File: config.mk
export PLATFORM = sky130hd
export DESIGN_NAME = pte_frag_writer
export DESIGN_NICKNAME = d
export VERILOG_FILES = /design/src/rtl/pte_frag_pkg.sv /design/src/rtl/pte_run_planner.sv /design/src/rtl/pte_entry_gen.sv /design/src/rtl/pte_frag_writer.sv
export SDC_FILE = /design/constraint.sdc
export NUM_CORES = 1
export LEC_CHECK = 0
export BUFFER_PORTS_ARGS = -buffer_cell sky130_fd_sc_hd__buf_2
export CAP_MARGIN = 5
export CORE_MARGIN = 1
export CORE_UTILIZATION = 25
export CTS_CLUSTER_SIZE = 8
export DETAILED_ROUTE_END_ITERATION = 12
export PLACE_DENSITY = 0.45
export SYNTH_ARGS = -nofsm -noshare
export SYNTH_HDL_FRONTEND = slang
export SYNTH_HIERARCHICAL = 1
export SYNTH_SLANG_ARGS = --single-unit
File: constraint.sdc
create_clock -name clk -period 2.7 [get_ports clk]
set_input_delay 0.135 -clock clk [delete_from_list [all_inputs] [get_ports clk]]
set_output_delay 0.135 -clock clk [all_outputs]
set_load 0.005 [all_outputs]
File: src/rtl/pte_frag_pkg.sv
package pte_frag_pkg;

    localparam int FLAG_W    = 12;
    localparam int FRAG_LSB  = 7;
    localparam int FRAG_W    = 3;
    localparam int ENTRY_W   = 64;
    localparam int PAGE_LSB  = 12;
    localparam int BIT_VALID = 0;
    localparam int BIT_SYS   = 1;

    typedef enum logic [2:0] {
        ST_IDLE,
        ST_HEAD,
        ST_MID,
        ST_TAIL,
        ST_FINISH
    } wr_state_e;

endpackage

File: src/rtl/pte_run_planner.sv
module pte_run_planner
    import pte_frag_pkg::*;
#(
    parameter int IDX_W      = 16,
    parameter int SMALL_LOG2 = 4,
    parameter int LARGE_LOG2 = 6,
    parameter logic [FRAG_W-1:0] SMALL_CODE = 3'd4,
    parameter logic [FRAG_W-1:0] LARGE_CODE = 3'd6
) (
    input  logic [IDX_W-1:0]  run_start,
    input  logic [IDX_W-1:0]  run_end,
    input  logic              flag_valid,
    input  logic              flag_sys,
    input  logic              big_mode,
    output logic [IDX_W-1:0]  mid_lo,
    output logic [IDX_W-1:0]  mid_hi,
    output logic [FRAG_W-1:0] frag_code,
    output wr_state_e         first_state
);

    localparam int XW = IDX_W + 1;
    localparam logic [XW-1:0] SMALL_MASK = XW'((64'd1 << SMALL_LOG2) - 64'd1);
    localparam logic [XW-1:0] LARGE_MASK = XW'((64'd1 << LARGE_LOG2) - 64'd1);

    logic [XW-1:0] start_x;
    logic [XW-1:0] end_x;
    logic [XW-1:0] mask;
    logic [XW-1:0] up_start;
    logic [XW-1:0] dn_end;
    logic          frag_ok;
    logic          empty_run;

    always_comb begin
        start_x   = {1'b0, run_start};
        end_x     = {1'b0, run_end};
        mask      = big_mode ? LARGE_MASK : SMALL_MASK;
        frag_code = big_mode ? LARGE_CODE : SMALL_CODE;
        up_start  = (start_x + mask) & ~mask;
        dn_end    = end_x & ~mask;
        empty_run = (run_end <= run_start);
        frag_ok   = flag_valid && !flag_sys && (up_start < dn_end);
        if (frag_ok) begin
            mid_lo = up_start[IDX_W-1:0];
            mid_hi = dn_end[IDX_W-1:0];
        end else begin
            mid_lo = run_end;
            mid_hi = run_end;
        end
        if (empty_run) begin
            first_state = ST_FINISH;
        end else if (run_start < mid_lo) begin
            first_state = ST_HEAD;
        end else if (run_start < mid_hi) begin
            first_state = ST_MID;
        end else begin
            first_state = ST_TAIL;
        end
    end

endmodule

File: src/rtl/pte_entry_gen.sv
module pte_entry_gen
    import pte_frag_pkg::*;
#(
    parameter int PFN_W = 36
) (
    input  logic [PFN_W-1:0]   pfn,
    input  logic [FLAG_W-1:0]  flags,
    input  logic [FRAG_W-1:0]  code,
    input  logic               use_code,
    output logic [ENTRY_W-1:0] word
);

    localparam int PAD_W = ENTRY_W - PAGE_LSB - PFN_W;

    logic [FLAG_W-1:0] low_bits;

    always_comb begin
        low_bits = flags;
        if (use_code) begin
            low_bits = flags | (FLAG_W'(code) << FRAG_LSB);
        end
        word = {{PAD_W{1'b0}}, pfn, low_bits};
    end

endmodule

File: src/rtl/pte_frag_writer.sv
module pte_frag_writer
    import pte_frag_pkg::*;
#(
    parameter int IDX_W      = 16,
    parameter int PFN_W      = 36,
    parameter int SMALL_LOG2 = 4,
    parameter int LARGE_LOG2 = 6
) (
    input  logic               clk,
    input  logic               rst_n,
    input  logic               req_valid,
    output logic               req_ready,
    input  logic [IDX_W-1:0]   req_start,
    input  logic [IDX_W-1:0]   req_end,
    input  logic [PFN_W-1:0]   req_pfn,
    input  logic [11:0]        req_flags,
    input  logic               req_big,
    output logic               out_valid,
    input  logic               out_ready,
    output logic [IDX_W-1:0]   out_idx,
    output logic [63:0]        out_entry,
    output logic               done
);

    localparam logic [IDX_W-1:0] IDX_ONE = IDX_W'(1);
    localparam logic [PFN_W-1:0] PFN_ONE = PFN_W'(1);

    wr_state_e         state;
    wr_state_e         state_nxt;
    wr_state_e         plan_first;
    logic [IDX_W-1:0]  idx_r;
    logic [IDX_W-1:0]  end_r;
    logic [IDX_W-1:0]  lo_r;
    logic [IDX_W-1:0]  hi_r;
    logic [PFN_W-1:0]  pfn_r;
    logic [FLAG_W-1:0] flags_r;
    logic [FRAG_W-1:0] code_r;
    logic [IDX_W-1:0]  plan_lo;
    logic [IDX_W-1:0]  plan_hi;
    logic [FRAG_W-1:0] plan_code;
    logic [IDX_W-1:0]  idx_inc;
    logic              accept;
    logic              fire;
    logic              in_mid;

    pte_run_planner #(
        .IDX_W      (IDX_W),
        .SMALL_LOG2 (SMALL_LOG2),
        .LARGE_LOG2 (LARGE_LOG2)
    ) u_plan (
        .run_start   (req_start),
        .run_end     (req_end),
        .flag_valid  (req_flags[BIT_VALID]),
        .flag_sys    (req_flags[BIT_SYS]),
        .big_mode    (req_big),
        .mid_lo      (plan_lo),
        .mid_hi      (plan_hi),
        .frag_code   (plan_code),
        .first_state (plan_first)
    );

    pte_entry_gen #(
        .PFN_W (PFN_W)
    ) u_gen (
        .pfn      (pfn_r),
        .flags    (flags_r),
        .code     (code_r),
        .use_code (in_mid),
        .word     (out_entry)
    );

    // Output decode from state
    always_comb begin
        req_ready = 1'b0;
        out_valid = 1'b0;
        done      = 1'b0;
        in_mid    = 1'b0;
        unique case (state)
            ST_IDLE:   req_ready = 1'b1;
            ST_HEAD:   out_valid = 1'b1;
            ST_MID: begin
                out_valid = 1'b1;
                in_mid    = 1'b1;
            end
            ST_TAIL:   out_valid = 1'b1;
            ST_FINISH: done      = 1'b1;
            default:   req_ready = 1'b0;
        endcase
    end

    assign out_idx = idx_r;
    assign accept  = req_valid && req_ready;
    assign fire    = out_valid && out_ready;
    assign idx_inc = idx_r + IDX_ONE;

    // Next-state selection
    always_comb begin
        state_nxt = state;
        unique case (state)
            ST_IDLE: begin
                if (accept) begin
                    state_nxt = plan_first;
                end
            end
            ST_HEAD, ST_MID, ST_TAIL: begin
                if (fire) begin
                    if (idx_inc == end_r) begin
                        state_nxt = ST_FINISH;
                    end else if (idx_inc < lo_r) begin
                        state_nxt = ST_HEAD;
                    end else if (idx_inc < hi_r) begin
                        state_nxt = ST_MID;
                    end else begin
                        state_nxt = ST_TAIL;
                    end
                end
            end
            ST_FINISH: state_nxt = ST_IDLE;
            default:   state_nxt = ST_IDLE;
        endcase
    end

    // State register
    always_ff @(posedge clk or negedge rst_n) begin
        if (!rst_n) begin
            state <= ST_IDLE;
        end else begin
            state <= state_nxt;
        end
    end

    // Run context and walking position
    always_ff @(posedge clk or negedge rst_n) begin
        if (!rst_n) begin
            idx_r   <= '0;
            end_r   <= '0;
            lo_r    <= '0;
            hi_r    <= '0;
            pfn_r   <= '0;
            flags_r <= '0;
            code_r  <= '0;
        end else if (accept) begin
            idx_r   <= req_start;
            end_r   <= req_end;
            lo_r    <= plan_lo;
            hi_r    <= plan_hi;
            pfn_r   <= req_pfn;
            flags_r <= req_flags;
            code_r  <= plan_code;
        end else if (fire) begin
            idx_r <= idx_inc;
            pfn_r <= pfn_r + PFN_ONE;
        end
    end


    ready_excl_chk: assert property (@(posedge clk) disable iff (!rst_n)
        !(req_ready && (out_valid || done)));


    stall_hold_chk: assert property (@(posedge clk) disable iff (!rst_n)
        (out_valid && !out_ready) |=> (out_valid && $stable(out_idx) && $stable(out_entry)));


    done_pulse_chk: assert property (@(posedge clk) disable iff (!rst_n)
        done |=> (!done && req_ready));


    idx_step_chk: assert property (@(posedge clk) disable iff (!rst_n)
        (out_valid && out_ready) |=> (done || (out_valid && out_idx == $past(out_idx) + IDX_ONE)));


    idx_range_chk: assert property (@(posedge clk) disable iff (!rst_n)
        out_valid |-> (out_idx < end_r));


    frag_gate_chk: assert property (@(posedge clk) disable iff (!rst_n)
        (out_valid && in_mid) |-> (out_entry[BIT_VALID] && !out_entry[BIT_SYS]));

endmodule

=== Word-level counts from Yosys, hierarchy flattened ===
Index checks and enable logic that the tools add are counted.

* Flip-flop bits (word level): 118
* Input port bits: 85

* Add/subtract/negate cells: 3
* Order comparisons: 6
* Equality and inequality tests: 7
* Mux-type cells: 22
* Bitwise operators: 4
* Reductions and logical operators: 9

{| class="wikitable"
|+ Operator list
! operator !! count
|-
| 36-bit 2-to-1 mux || 2
|-
| 16-bit < comparator || 4
|-
| 16-bit 2-to-1 mux || 4
|-
| 36-bit by 1-bit adder with 36-bit output, second input constant || 1
|-
| 16-bit by 17-bit adder with 17-bit output || 1
|-
| 16-bit by 17-bit AND with 17-bit output || 1
|-
| 17-bit AND || 1
|-
| 17-bit < comparator || 1
|-
| 17-bit NOT || 1
|-
| 16-bit by 1-bit adder with 16-bit output, second input constant || 1
|-
| 16-bit == test || 1
|-
| 16-bit less-or-equal comparator || 1
|-
| 3-bit 2-to-1 mux || 5
|-
| 12-bit 2-to-1 mux || 1
|-
| 12-bit by 10-bit bitwise OR with 12-bit output || 1
|-
| 3-bit by 2-bit == test with 1-bit output, second input constant || 2
|-
| 1-bit 2-to-1 mux || 6
|-
| 6-bit 2-to-1 mux || 1
|-
| 3-bit one-hot mux with 2 select lines || 1
|-
| 1-bit logical AND || 4
|-
| 2-bit 2-to-1 mux || 2
|-
| 3-bit by 1-bit == test with 1-bit output, second input constant || 1
|-
| 3-bit == test, second input constant || 1
|-
| 3-bit logical NOT || 1
|-
| 6 further kinds || 6
|}

=== Depth between registers and ports, before layout ===
* Depth in word-level cells: 12
* Gate-level depth with buffers: 25
* Mapped depth without buffers: 24

=== Cells and area by module ===
The synthesis kept the hierarchy.

{| class="wikitable"
|+ By module, submodules not included
! module !! times used !! cells an instance !! area each (um^2) !! seq. area each (um^2)
|-
| pte_frag_writer || 1 || 767 || 6800.3 || 2952.8
|-
| pte_run_planner || 1 || 265 || 1993.2 || 0.0
|-
| pte_entry_gen || 1 || 65 || 484.2 || 0.0
|}

=== Worst setup path after synthesis ===
No wires, ideal clock.

* Kind: input -> register
* Start point: input req_start[4]
* End point: register state[1]
* Setup time: 0.136 ns
* Data arrival time: 4.696 ns
* Data required time: 2.564 ns
* Slack: -2.132 ns
* Cell stages on the path: 23
* Path through: ha_1 -> nand3_1 -> o211ai_2 -> and2_4 -> nor2b_2 -> nand3_1 -> xnor2_1 -> ha_1 -> a21o_1 -> a2111oi_1 -> o211a_1 -> nand3_4 -> buf_2 -> a21o_1 -> ha_1 -> a2111oi_0 -> o21ai_0 -> a31o_2 -> a21oi_1 -> o211ai_2 -> and2b_1 -> a32oi_1 -> o32ai_1

* Cells in the longest elaborated chain, start to end: 10
* Elaborated cells on any way between the ends: 11
* Those cells by class: 1 x add/sub; 3 x order compare; 5 x mux; 1 x bitwise; 1 x reduce/logical

{| class="wikitable"
|+ Ends and longest elaborated chain
! item !! RTL line !! source
|-
| from (decl) || pte_frag_writer.sv:13 || <nowiki>input logic [IDX_W-1:0] req_start,</nowiki>
|-
| 16-bit by 17-bit adder with 17-bit output || pte_run_planner.sv:38 || <nowiki>up_start = (start_x + mask) & ~mask;</nowiki>
|-
| 17-bit AND || pte_run_planner.sv:38 ||
|-
| 17-bit < comparator || pte_run_planner.sv:41 || <nowiki>frag_ok = flag_valid && !flag_sys && (up_start < dn_end);</nowiki>
|-
| 1-bit logical AND || pte_run_planner.sv:41 ||
|-
| 16-bit 2-to-1 mux || pte_run_planner.sv:42 || <nowiki>if (frag_ok) begin</nowiki>
|-
| 16-bit < comparator || pte_run_planner.sv:51 || <nowiki>end else if (run_start < mid_lo) begin</nowiki>
|-
| 3-bit 2-to-1 mux || pte_run_planner.sv:51 ||
|-
| 3-bit 2-to-1 mux * || pte_run_planner.sv:49 || <nowiki>if (empty_run) begin</nowiki>
|-
| net plan_first[1] || pte_frag_writer.sv:30 || <nowiki>wr_state_e plan_first;</nowiki>
|-
| 3-bit 2-to-1 mux * || pte_frag_writer.sv:101 || <nowiki>if (accept) begin</nowiki>
|-
| 3-bit one-hot mux with 2 select lines * || pte_frag_writer.sv:99 || <nowiki>unique case (state)</nowiki>
|-
| to (signal assigned) || pte_frag_writer.sv:128 || <nowiki>state <= state_nxt;</nowiki>
|-
| to (decl) || pte_frag_writer.sv:28 || <nowiki>wr_state_e state;</nowiki>
|}

Mark *: on every way through the listed nets, which the timed path passes. The rest lies on a longest branch. The select of a mux whose other input is x is not followed.
A chain may end at the register's enable or synchronous reset.

=== Final worst setup path ===
* Start point: input req_big
* End point: register state[0]

* Cells in the longest elaborated chain, start to end: 12
* Elaborated cells on any way between the ends: 16
* Those cells by class: 1 x add/sub; 3 x order compare; 8 x mux; 3 x bitwise; 1 x reduce/logical

{| class="wikitable"
|+ Ends and longest elaborated chain
! item !! RTL line !! source
|-
| from (decl) || pte_frag_writer.sv:17 || <nowiki>input logic req_big,</nowiki>
|-
| 6-bit 2-to-1 mux * || pte_run_planner.sv:36 || <nowiki>mask = big_mode ? LARGE_MASK : SMALL_MASK;</nowiki>
|-
| 16-bit by 17-bit adder with 17-bit output or 17-bit NOT (tied branches) || pte_run_planner.sv:38, pte_run_planner.sv:39 ||
|-
| 17-bit AND or 16-bit by 17-bit AND with 17-bit output (tied branches) || pte_run_planner.sv:38, pte_run_planner.sv:39 ||
|-
| 17-bit < comparator || pte_run_planner.sv:41 ||
|-
| 1-bit logical AND || pte_run_planner.sv:41 ||
|-
| 16-bit 2-to-1 mux || pte_run_planner.sv:42 ||
|-
| 16-bit < comparator || pte_run_planner.sv:53 || <nowiki>end else if (run_start < mid_hi) begin</nowiki>
|-
| 1-bit 2-to-1 mux || pte_run_planner.sv:53 ||
|-
| 3-bit 2-to-1 mux * || pte_run_planner.sv:51 ||
|-
| 3-bit 2-to-1 mux * || pte_run_planner.sv:49 ||
|-
| net plan_first[0] || pte_frag_writer.sv:30 ||
|-
| 3-bit 2-to-1 mux * || pte_frag_writer.sv:101 ||
|-
| 3-bit one-hot mux with 2 select lines * || pte_frag_writer.sv:99 ||
|}

Marked as above.

==> summary.md <==
| Metric | Value |
|---|---|
| Cell count of the worst reg-to-reg path | `13` |
| RSZ-0062 raised after global routing | `yes` |
| M3 GR Usage | `0.0333` |
| Post-Syn Instances | `around 1.1k` |
| Number of synthesized flops with an enable pin | `0` |
| Ys async rst share | `1.00` |
| Dpl cell area | `11300 sq um` |
| R2r startpoint | `out_idx[1]` |
| Synth warn | `6` |
| FP Rows | `70` |
| CP Data Required Time | `~3000 ps` |
| Sequential share of the synthesized area | `0.318` |
| Worst-skew pair later-pin latency | `430 ps` |
| CP arrival | `about 4600 ps` |
| Number of I/O pins | `approximately 170` |
| Crit path max fanout | `6` |
| Met2 Use GR | `0.275` |
| Gr usage total | `0.169` |
| Worst-case clock buffer depth | `2` |
| XOR/XNOR Fraction of Synth Area | `0.0668` |
| Synth Area in Adders | `0.119` |
| Clk network pwr share | `0.200` |
| Crit Path Class | `input pin to flop` |
| Hold slack | `roughly 22 ps` |
| Hold_sp | `req_pfn[2]` |
| Slew Viols, Final | `0` |
| Max_slew headroom | `0.559` |
| Clk_skew | `between 10 and 15 ps` |
| Slew @ Worst Pin | `659 ps` |
| Worst Setup Start Kind | `input pin` |
| Syn-to-layout area delta | `39.6%` |
| VDD IR max | `around 500 uV` |
| Most common cell after layout, fill and taps aside | `nand2_1` |
| Gr busiest metal | `met2` |
| Design Power | `between 10 and 15 mW` |
| Reg2Reg Setup Slack | `-160 ps` |
| Number of nets in the layout | `1583` |
| Final period util | `1.58` |
| Hold worst-path end | `pfn_r[2]` |
| Post-synthesis simple-gate area fraction | `0.210` |
| Int Power | `7.02 mW` |
| Crit. End Element | `flop` |
| Wire per inst | `between 15 and 20 um` |
| Share of cells above drive strength 1 | `0.327` |
| Vias/cell | `approximately 4.6` |
| Final setup vio count | `21` |
| CTS Buf Count | `17` |
| Core Region | `36500 sq um` |
| Clk root buf | `clkbuf_16` |
| Post-synthesis compound-gate area fraction | `0.150` |
| Starting Density | `0.254` |
| Syn Std Cell Area | `around 9000 sq um` |
| Leakage | `slightly above 6 nW` |
| Largest family of logic cells by synthesized area | `simple AND/OR/NAND/NOR gates` |
| Worst r2r dst | `state[0]` |
| Iter 0 DRT Violations | `474` |
| CTS Sinks | `roughly 120` |
| Seq cells post-synth | `around 120` |
| Total wire length | `approximately 32000 um` |
| Die X | `a little under 200 um` |
| Max-Cap Viols | `0` |
| Syn_area_per_cell | `approximately 8.5 sq um` |
| Max Fclk | `0.235 GHz` |
| Via Count | `a little under 9k` |
| Status | `finished with violations` |
| I/O Buffers | `roughly 150` |
| CTS tree | `built` |
| Number of remaining DRC errors | `0` |
| GP Congestion | `~0.9` |
| Initial antenna violation count | `1` |
| Final HPWL from detailed placement | `~24000 um` |
| Clock Pin Slew Worst Setup and Hold Paths | `60 ps` |
| WHS Path Cells | `3` |
| Met1 Usage GRT | `0.226` |
| Die Span Y | `about 200 um` |
| Largest net degree at the start of global routing | `~110` |
| Cell variety after synth | `85` |
| Full die area | `approximately 38000 sq um` |
| Antenna diodes | `0` |
| Worst min-delay path category | `input pin to flop` |
| Pwr dens | `934 nW/um^2` |
| Vias in the first global route | `between 8k and 9k` |
| Fin worst setup slack | `-1560 ps` |
| Commonest cells after routing, fill and taps aside | `nand2_1, buf_4, buf_2, dfrtp_1, ha_1` |
| Switching share of power | `0.420` |
| Seq pwr share | `0.280` |
| Gate power share | `0.520` |
| Failing checks | `setup timing` |
| Post-route ant nets | `0` |
| Global route overflow | `0` |
| 1st-pass router iterations | `5` |
| Switching pwr | `approximately 5.1 mW` |
| Fin. Hold Viols | `0` |
| Design area | `12900 sq um` |
| H-tree levels | `4` |
| Post-synthesis mux area share | `0.0158` |
| First-pass GRT wire length | `around 50000 um` |
| Post-synth top flop | `dfrtp_1` |
| Post-layout min period | `about 4300 ps` |
[synthesized netlist by cell type (6+ instances only)]
master / number / area share
o21ai_0: 83 / 0.045
dfrtp_1: 118 / 0.32
nand2_1: 203 / 0.082
a21oi_1: 35 / 0.019
ha_1: 88 / 0.12
nor3_1: 19 / 0.010
nor2_1: 39 / 0.016
a31oi_1: 7 / 0.0047
a21o_1: 15 / 0.012
a221o_1: 13 / 0.014
buf_4: 86 / 0.070
a211oi_1: 6 / 0.0049
clkbuf_1: 24 / 0.0097
xor2_1: 28 / 0.026
inv_1: 83 / 0.034
and4_1: 6 / 0.0057
mux2i_1: 9 / 0.0097
and2_1: 6 / 0.0040
nand4_1: 29 / 0.020
xnor2_1: 37 / 0.035
nand3_1: 32 / 0.017
[critical path, cell delays in order]
cell       delay, ps
buf_8            110
ha_4             270
nand3_2           70
o211ai_2         170
and2_4           180
nor2b_4          180
nand3_2          110
xnor2_2          160
ha_1             310
a21o_1           190
a2111oi_4        300
o211a_4          240
nand3_4          140
buf_4            190
mux2i_2          150
ha_1             310
nand2_1           50
or3_4            380
a2111o_1         320
o211ai_2         100
a21oi_1           90
a32oi_1          200
nor2_1            60
a31o_1           180
[logic make-up (layout without fill, tap and decap cells)]
logic type	count (synthesis)	after routing
compound gates	212	212
simple gates	390	391
fa+ha+maj	88	88
buf+inv	205	515
mux	14	14
flops	118	118
xor+xnor	67	67
other cells	3	18
[flip-flops by register name, summed over array words and instances, names as in the netlist]
register and count:
flags_r 12, state 3, pfn_r 36, end_r 16
lo_r 16, code_r 3, out_idx 16, hi_r 16
[timing repair]
| action | CTS | global route |
|---|---|---|
| hold buffers | 52 | 0 |
| endpoints found under the setup margin | 23 | 24 |
| pin swaps | 18 | 16 |
| buffers inserted | 21 | 12 |
| gates resized for setup | 39 | 46 |
| gates cloned | 1 | 0 |
| endpoints found under the hold margin | 97 | 0 |
[layout make-up]
class | count | area [sq um]
Tap cell | 468 | 586
Multi-Input combinational cell | 790 | 5610
Fill cell | 3788 | 23600
Clock buffer | 21 | 460
Sequential cell | 118 | 2960
Timing Repair Buffer | 400 | 2880
Clock inverter | 11 | 149
Inverter | 83 | 312
[routing by layer]
metal / share of wire / vias up
met3: 0.046 / 30
met4: 0.014 / 0
met2: 0.46 / 219
met5: 0 / -
li1: - / 4318
met1: 0.48 / 4187
[power groups by stage]
stage | Combinational [mW] | Sequential, mW | Clock [mW]
2_1_floorplan | 4.07 | 3.20 | 0
3_3_place_gp | 6.00 | 3.38 | 0
3_5_place_dp | 6.07 | 3.40 | 0
4_1_cts | 6.24 | 3.38 | 2.49
5_1_grt | 7.03 | 3.50 | 2.56
6_report | 6.29 | 3.39 | 2.42
[per-stage QoR]
step / util / instances / setup WS, ps / TNS (ps)
5_1_grt: 0.355 / 1891 / -1700 / -10420
4_1_cts: 0.348 / 1883 / -1470 / -8020
3_3_place_gp: 0.308 / 1777 / -2030 / -18390
2_1_floorplan: - / 1112 / -1770 / -9650
6_report: 0.355 / 1891 / -1560 / -7780
3_5_place_dp: 0.308 / 1777 / -2080 / -19180
[worst max path at each step]
stage,from,slack (ps),endpoint,depth (start not counted)
floorplan,req_big,-1770,state[1],23
global placement,req_big,-2030,state[0],24
detailed placement,req_big,-2080,state[0],24
CTS,req_big,-1470,state[1],25
global route,req_big,-1700,state[1],25
finish,req_big,-1560,state[0],24
Power figures use the tool's default switching activity.
